--- src/rtl/dac_rx_pkg.sv ---
package dac_rx_pkg;

  // Receiver phase within one frame-select window
  typedef enum logic [1:0] {
    RX_IDLE  = 2'b00,   // frame-select high, nothing collected
    RX_SHIFT = 2'b01,   // collecting bits
    RX_FULL  = 2'b10    // word committed, waiting for frame-select high
  } rx_phase_e;

endpackage

--- src/rtl/dac_rx_sync.sv ---
module dac_rx_sync #(
  parameter int unsigned WIDTH   = 1,
  parameter int unsigned STAGES  = 2,
  parameter logic [WIDTH-1:0] RST_VAL = '0
) (
  input  logic             clk,
  input  logic             rst_n,
  input  logic [WIDTH-1:0] d_async,
  output logic [WIDTH-1:0] d_sync
);

  logic [STAGES-1:0][WIDTH-1:0] chain_q;
  logic [STAGES-1:0][WIDTH-1:0] chain_d;

  generate
    if (STAGES == 1) begin : g_single
      always_comb chain_d = d_async;
    end else begin : g_multi
      always_comb chain_d = {chain_q[STAGES-2:0], d_async};
    end
  endgenerate

  always_ff @(posedge clk or negedge rst_n) begin
    if (!rst_n) chain_q <= {STAGES{RST_VAL}};
    else        chain_q <= chain_d;
  end

  assign d_sync = chain_q[STAGES-1];

endmodule

--- src/rtl/dac_rx_edge.sv ---
module dac_rx_edge #(
  parameter logic RST_LVL = 1'b0
) (
  input  logic clk,
  input  logic rst_n,
  input  logic level,
  output logic fall
);

  logic level_q;

  always_ff @(posedge clk or negedge rst_n) begin
    if (!rst_n) level_q <= RST_LVL;
    else        level_q <= level;
  end

  assign fall = level_q & ~level;

  // A falling edge cannot be reported in two consecutive cycles
  AST_FALL_ISOLATED: assert property (@(posedge clk) disable iff (!rst_n)
    fall |=> !fall);

endmodule

--- src/rtl/dac_rx_shifter.sv ---
module dac_rx_shifter
  import dac_rx_pkg::*;
#(
  parameter int unsigned FRAME_BITS = 24,
  localparam int unsigned CNT_W     = $clog2(FRAME_BITS)
) (
  input  logic                  clk,
  input  logic                  rst_n,
  input  logic                  frame_hi,   // synchronised frame-select level
  input  logic                  bit_fall,   // serial clock falling edge
  input  logic                  bit_in,     // synchronised data bit
  output logic                  commit,
  output logic [FRAME_BITS-1:0] frame_word
);

  localparam logic [CNT_W-1:0] LAST_IDX = CNT_W'(FRAME_BITS - 1);

  rx_phase_e             phase_q, phase_d;
  logic [CNT_W-1:0]      cnt_q, cnt_d;
  logic [FRAME_BITS-1:0] sh_q, sh_d;
  logic [FRAME_BITS-1:0] word_next;
  logic                  reg_en;

  assign word_next = {sh_q[FRAME_BITS-2:0], bit_in};
  assign reg_en    = frame_hi | bit_fall | (phase_q == RX_IDLE);

  always_comb begin
    phase_d = phase_q;
    cnt_d   = cnt_q;
    sh_d    = sh_q;
    commit  = 1'b0;
    if (frame_hi) begin
      phase_d = RX_IDLE;
      cnt_d   = '0;
      sh_d    = '0;
    end else begin
      unique case (phase_q)
        RX_IDLE, RX_SHIFT: begin
          phase_d = RX_SHIFT;
          if (bit_fall) begin
            sh_d = word_next;
            if (cnt_q == LAST_IDX) begin
              commit  = 1'b1;
              phase_d = RX_FULL;
              cnt_d   = '0;
            end else begin
              cnt_d = cnt_q + 1'b1;
            end
          end
        end
        RX_FULL: begin
          phase_d = RX_FULL;
        end
        default: begin
          phase_d = RX_IDLE;
          cnt_d   = '0;
          sh_d    = '0;
        end
      endcase
    end
  end

  always_ff @(posedge clk or negedge rst_n) begin
    if (!rst_n) begin
      phase_q <= RX_IDLE;
      cnt_q   <= '0;
      sh_q    <= '0;
    end else if (reg_en) begin
      phase_q <= phase_d;
      cnt_q   <= cnt_d;
      sh_q    <= sh_d;
    end
  end

  assign frame_word = word_next;

  AST_CNT_BOUND: assert property (@(posedge clk) disable iff (!rst_n)
    cnt_q <= LAST_IDX);

  AST_ABORT_CLEARS: assert property (@(posedge clk) disable iff (!rst_n)
    frame_hi |=> (cnt_q == '0 && sh_q == '0 && phase_q == RX_IDLE));

  AST_FULL_STAYS: assert property (@(posedge clk) disable iff (!rst_n)
    (phase_q == RX_FULL && !frame_hi) |=> (phase_q == RX_FULL && !commit));

endmodule

--- src/rtl/dac_frame_rx.sv ---
module dac_frame_rx #(
  parameter int unsigned FRAME_BITS  = 24,
  parameter int unsigned CODE_W      = 16,
  parameter int unsigned MODE_W      = 2,
  parameter int unsigned SYNC_STAGES = 2
) (
  input  logic              clk,
  input  logic              rst_n,
  input  logic              fsel_n,
  input  logic              sclk,
  input  logic              sdata,
  output logic [CODE_W-1:0] dac_code,
  output logic [MODE_W-1:0] pd_mode,
  output logic              update_stb
);

  localparam int unsigned MODE_LSB = CODE_W;
  localparam int unsigned MODE_MSB = CODE_W + MODE_W - 1;

  logic [2:0]            link_sync;
  logic                  fsel_s, sclk_s, sdata_s;
  logic                  sclk_fall;
  logic                  commit;
  logic [FRAME_BITS-1:0] word;

  logic [CODE_W-1:0] code_q, code_d;
  logic [MODE_W-1:0] mode_q, mode_d;
  logic              stb_q, stb_d;

  dac_rx_sync #(
    .WIDTH   (3),
    .STAGES  (SYNC_STAGES),
    .RST_VAL (3'b100)
  ) u_sync (
    .clk     (clk),
    .rst_n   (rst_n),
    .d_async ({fsel_n, sclk, sdata}),
    .d_sync  (link_sync)
  );

  assign {fsel_s, sclk_s, sdata_s} = link_sync;

  dac_rx_edge #(
    .RST_LVL (1'b0)
  ) u_edge (
    .clk   (clk),
    .rst_n (rst_n),
    .level (sclk_s),
    .fall  (sclk_fall)
  );

  dac_rx_shifter #(
    .FRAME_BITS (FRAME_BITS)
  ) u_shift (
    .clk        (clk),
    .rst_n      (rst_n),
    .frame_hi   (fsel_s),
    .bit_fall   (sclk_fall),
    .bit_in     (sdata_s),
    .commit     (commit),
    .frame_word (word)
  );

  always_comb begin
    code_d = code_q;
    mode_d = mode_q;
    stb_d  = commit;
    if (commit) begin
      code_d = word[CODE_W-1:0];
      mode_d = word[MODE_MSB:MODE_LSB];
    end
  end

  always_ff @(posedge clk or negedge rst_n) begin
    if (!rst_n) begin
      code_q <= '0;
      mode_q <= '0;
      stb_q  <= 1'b0;
    end else begin
      code_q <= code_d;
      mode_q <= mode_d;
      stb_q  <= stb_d;
    end
  end

  assign dac_code   = code_q;
  assign pd_mode    = mode_q;
  assign update_stb = stb_q;

  AST_STB_SINGLE: assert property (@(posedge clk) disable iff (!rst_n)
    update_stb |=> !update_stb);

  AST_CODE_HELD: assert property (@(posedge clk) disable iff (!rst_n)
    !update_stb |-> $stable(dac_code));

  AST_MODE_HELD: assert property (@(posedge clk) disable iff (!rst_n)
    !update_stb |-> $stable(pd_mode));

  AST_STB_IN_FRAME: assert property (@(posedge clk) disable iff (!rst_n)
    update_stb |-> !$past(fsel_s));

endmodule

--- config.mk ---
export PLATFORM = sky130hd
export DESIGN_NAME = dac_frame_rx
export DESIGN_NICKNAME = d
export VERILOG_FILES = /design/src/rtl/dac_rx_pkg.sv /design/src/rtl/dac_rx_sync.sv /design/src/rtl/dac_rx_edge.sv /design/src/rtl/dac_rx_shifter.sv /design/src/rtl/dac_frame_rx.sv
export SDC_FILE = /design/constraint.sdc
export NUM_CORES = 1
export LEC_CHECK = 0
export ABC_AREA = 0
export BUFFER_PORTS_ARGS = -buffer_cell sky130_fd_sc_hd__buf_4
export CAP_MARGIN = 10
export CORE_MARGIN = 8
export CORE_UTILIZATION = 30
export DETAILED_ROUTE_END_ITERATION = 10
export PLACE_DENSITY_LB_ADDON = 0.2
export REMOVE_ABC_BUFFERS = 1
export SLEW_MARGIN = 20
export SYNTH_ARGS = -nofsm -noshare
export SYNTH_HDL_FRONTEND = slang
export SYNTH_SLANG_ARGS = --single-unit
--- constraint.sdc ---
create_clock -name clk -period 2.7 [get_ports clk]
set_input_delay 0.27 -clock clk [delete_from_list [all_inputs] [get_ports clk]]
set_output_delay 0.27 -clock clk [all_outputs]
set_load 0.02 [all_outputs]
==> impl_metrics.toml <==
[grt]
grt-ovfl-total = 0
grt_start_max_net_pins = 51
grt_use_total_pct = 8.19
antenna_found_initial = 0
grt_pass1_wl_um = 5820
first_global_vias = 1177

[critical_path]
cp_slowest_cell = "dfrtp_1"
required_ns = 2.88
end_kind = "flop"
r2r_setup_slack_ns = 0.80
r2r_cells = 5
critical-path-max-stage-delay_ns = 0.38
reg2reg_from = "u_shift.cnt_q[1]$_DFFE_PN0P_"
critPathLaunchType = "flop"
critPathArrivalTime_ns = 2.08
timing.rr.end = "pd_mode[0]$_DFFE_PN0P_"
path_cells = "ha_1 -> nand4b_1 -> and2b_1 -> buf_4 -> mux2_2"
critPathMaxFanout = 17
path_class = "flop to flop"

[sta]
fin_crit_ns = 1.90
maxSlewHeadroom_pct = 56.5
whs_ns = -0.0223
hold_viol = 38
worst_clock_skew_ns = 0.00680
fin_crit_sh_pct = 70.4
fin_tns_setup_ns = 0
worstMarginPinSlew_ns = 0.653
grt_setup_unrepaired = "false"
finalSetupViolCount = 0
finalMaxSlewViolations = 0
timing.fmax_mhz = 526

[synth]
async_flop_share_pct = 100
synth_top_family_by_area = "compound AO/OA/AOI/OAI gates"
syn_area_sq_um = 1870
synth_mux_area_share_pct = 10.8
ys_ff_latch = 50
synth_edf_count = 0
ys_seq_area_share_pct = 67.0
synth_top_area_share_pct = 64.2
synth_compound_area_share_pct = 12.4
synth_cells = 124
synth_xor_area_share_pct = 0
synth-simple-area-share_pct = 6.76
synth_adder_area_share_pct = 0.669
synth_largest_area_cell = "dfrtp_1"
synth_area_per_cell_sq_um = 15.1
yosys_warnings = 0
yosysUniqueCellTypes = 30
ys.flop_type = "dfrtp_1"
synth_area_leaders = "dfrtp_1, a22o_1, mux2_1"

[cells_and_area]
drive_above_1_share_pct = 29.1
final_common_cell = "dfrtp_1"
post-route-util_pct = 36.7
finish.net_count = 156
syn_to_final_growth_pct = 17.6
multi_input_area_sq_um = 573
diodes = 0
final_cell_mix = "dfrtp_1, buf_4, a22o_1"
nFillCells = 576
ff_latch_area_sq_um = 1250

[place]
dp_hpwl_um = 2240
place.gp.congestion = 0.713
io_buffers = 23

[clock_tree]
cts_max_path_buffers = 2
clock_sinks = 50
cts-buffers-inserted = 5
tritoncts = "built"
cts_resized = 0
cts_root_buf = "clkbuf_8"
htree_levels = 2
post_cts_buffers = 0
hold_buffers = 0
clk_latency_ns = 0.30
path_clk_slew_ns = 0.09

[routing]
drc = 0
drtIter0Drc = 47
vias = 1085
wl_per_cell_um = 14.8
drt_pass1_iterations = 4
viasPerCell = 4.80
ant_nets = 0
drt_wl_total_um = 3340

[die]
die_w_um = 95.0
core_sq_um = 5990
start_util_pct = 31.2
fp.dieH_um = 95.0
row_count = 28
ios = 24
dieArea_sq_um = 9020

[run_status]
violations = "hold timing"
status = "finished with violations"

[power]
powerDensity_nw_per_um2 = 558
irDropWorstVdd_mv = 0.298
p_sw_share_pct = 22.1
p_seq_share_pct = 62.5
p_leak_uw = 0.00108
pwr-share-clk_pct = 34.1
combPwrFrac_pct = 3.3
p_switching_uw = 272
p_int_uw = 955

[job]
cap_violations = 0

[worst_hold_path]
hp-class = "input port to asynchronous set/reset pin"
-- stage by stage --
stage	hold slack (ns)	setup WS (ns)	instances	total power (uW)	area [sq um]
CTS	0.000786	0.777	226	1250	2200
floorplan	-0.0256	0.406	118	798	1830
global placement	0.318	0.877	218	823	2120
global route	0.0235	0.640	226	1280	2200
detailed placement	0.330	0.791	218	824	2120
finish	-0.0223	0.799	226	1230	2200
-- synth_stat cells (3+ instances only) --
cell      instances
a22o_1           17
dfrtp_1          48
mux2_1            9
mux2_2            9
nand3_1           3
nand3b_1          3
o21ai_0           3
-- final cells by class --
class / count / area share, %
clock inverters: 1 / 0.341
clock buffers: 7 / 3.47
flip-flops and latches: 50 / 57.0
inverters: 2 / 0.341
well taps: 75 / 4.27
repair buffers: 25 / 8.53
multi-input cells: 66 / 26.1
-- power groups by stage --
stage	clock, uW	combinational [uW]	sequential, uW
6_report	419	40.7	767
5_1_grt	465	47.6	769
4_1_cts	439	42.8	767
3_5_place_dp	0	42.4	782
3_3_place_gp	0	41.5	781
2_1_floorplan	0	17.5	780
-- layer usage --
| metal | up-vias | share of wire, % | track usage [%] |
|---|---|---|---|
| met3 | 6 | 2.8 | 2.46 |
| met1 | 556 | 46 | 10.0 |
| met2 | 15 | 49 | 13.1 |
| li1 | 508 | - | - |
| met4 | 0 | 1.6 | 3.51 |
| met5 | - | 0 | 0 |
-- worst max-delay path: cells and delay by family (launching register included) --
kind                     cells  cell delay (ns)
AND/OR/NAND/NOR              2             0.53
flip-flops                   1             0.38
multiplexers                 1             0.37
buffers and inverters        1             0.27
adder cells (fa/ha/maj)      1             0.24
-- registers in the layout, summed over array words and instances, names as in the netlist --
signal	cells
u_edge.level_q	1
u_shift.sh_q	17
update_stb	1
dac_code	16
u_sync.d_sync	3
u_shift.phase_q	2
pd_mode	2
u_sync.chain_d	3
u_shift.cnt_q	5
-- cell families after synthesis --
family	after synthesis
flops	50
fa+ha+maj	1
simple gates	18
mux	18
compound gates	29
buf+inv	8
-- how the worst max path moves through the flow --
stage / from / to / slack [ns] / cells past startpoint
after floorplan: u_shift.phase_q[1]$_DFFE_PN0P_ / dac_code[0]$_DFFE_PN0P_ / 0.41 / 3
after global placement: u_shift.cnt_q[0]$_DFFE_PN0P_ / pd_mode[0]$_DFFE_PN0P_ / 0.88 / 5
after detailed placement: u_shift.cnt_q[1]$_DFFE_PN0P_ / pd_mode[0]$_DFFE_PN0P_ / 0.79 / 5
after CTS: u_shift.cnt_q[1]$_DFFE_PN0P_ / pd_mode[0]$_DFFE_PN0P_ / 0.78 / 5
after global routing: u_shift.cnt_q[1]$_DFFE_PN0P_ / pd_mode[0]$_DFFE_PN0P_ / 0.64 / 5
final: u_shift.cnt_q[1]$_DFFE_PN0P_ / pd_mode[0]$_DFFE_PN0P_ / 0.80 / 5
Power figures use the tool's default switching activity.
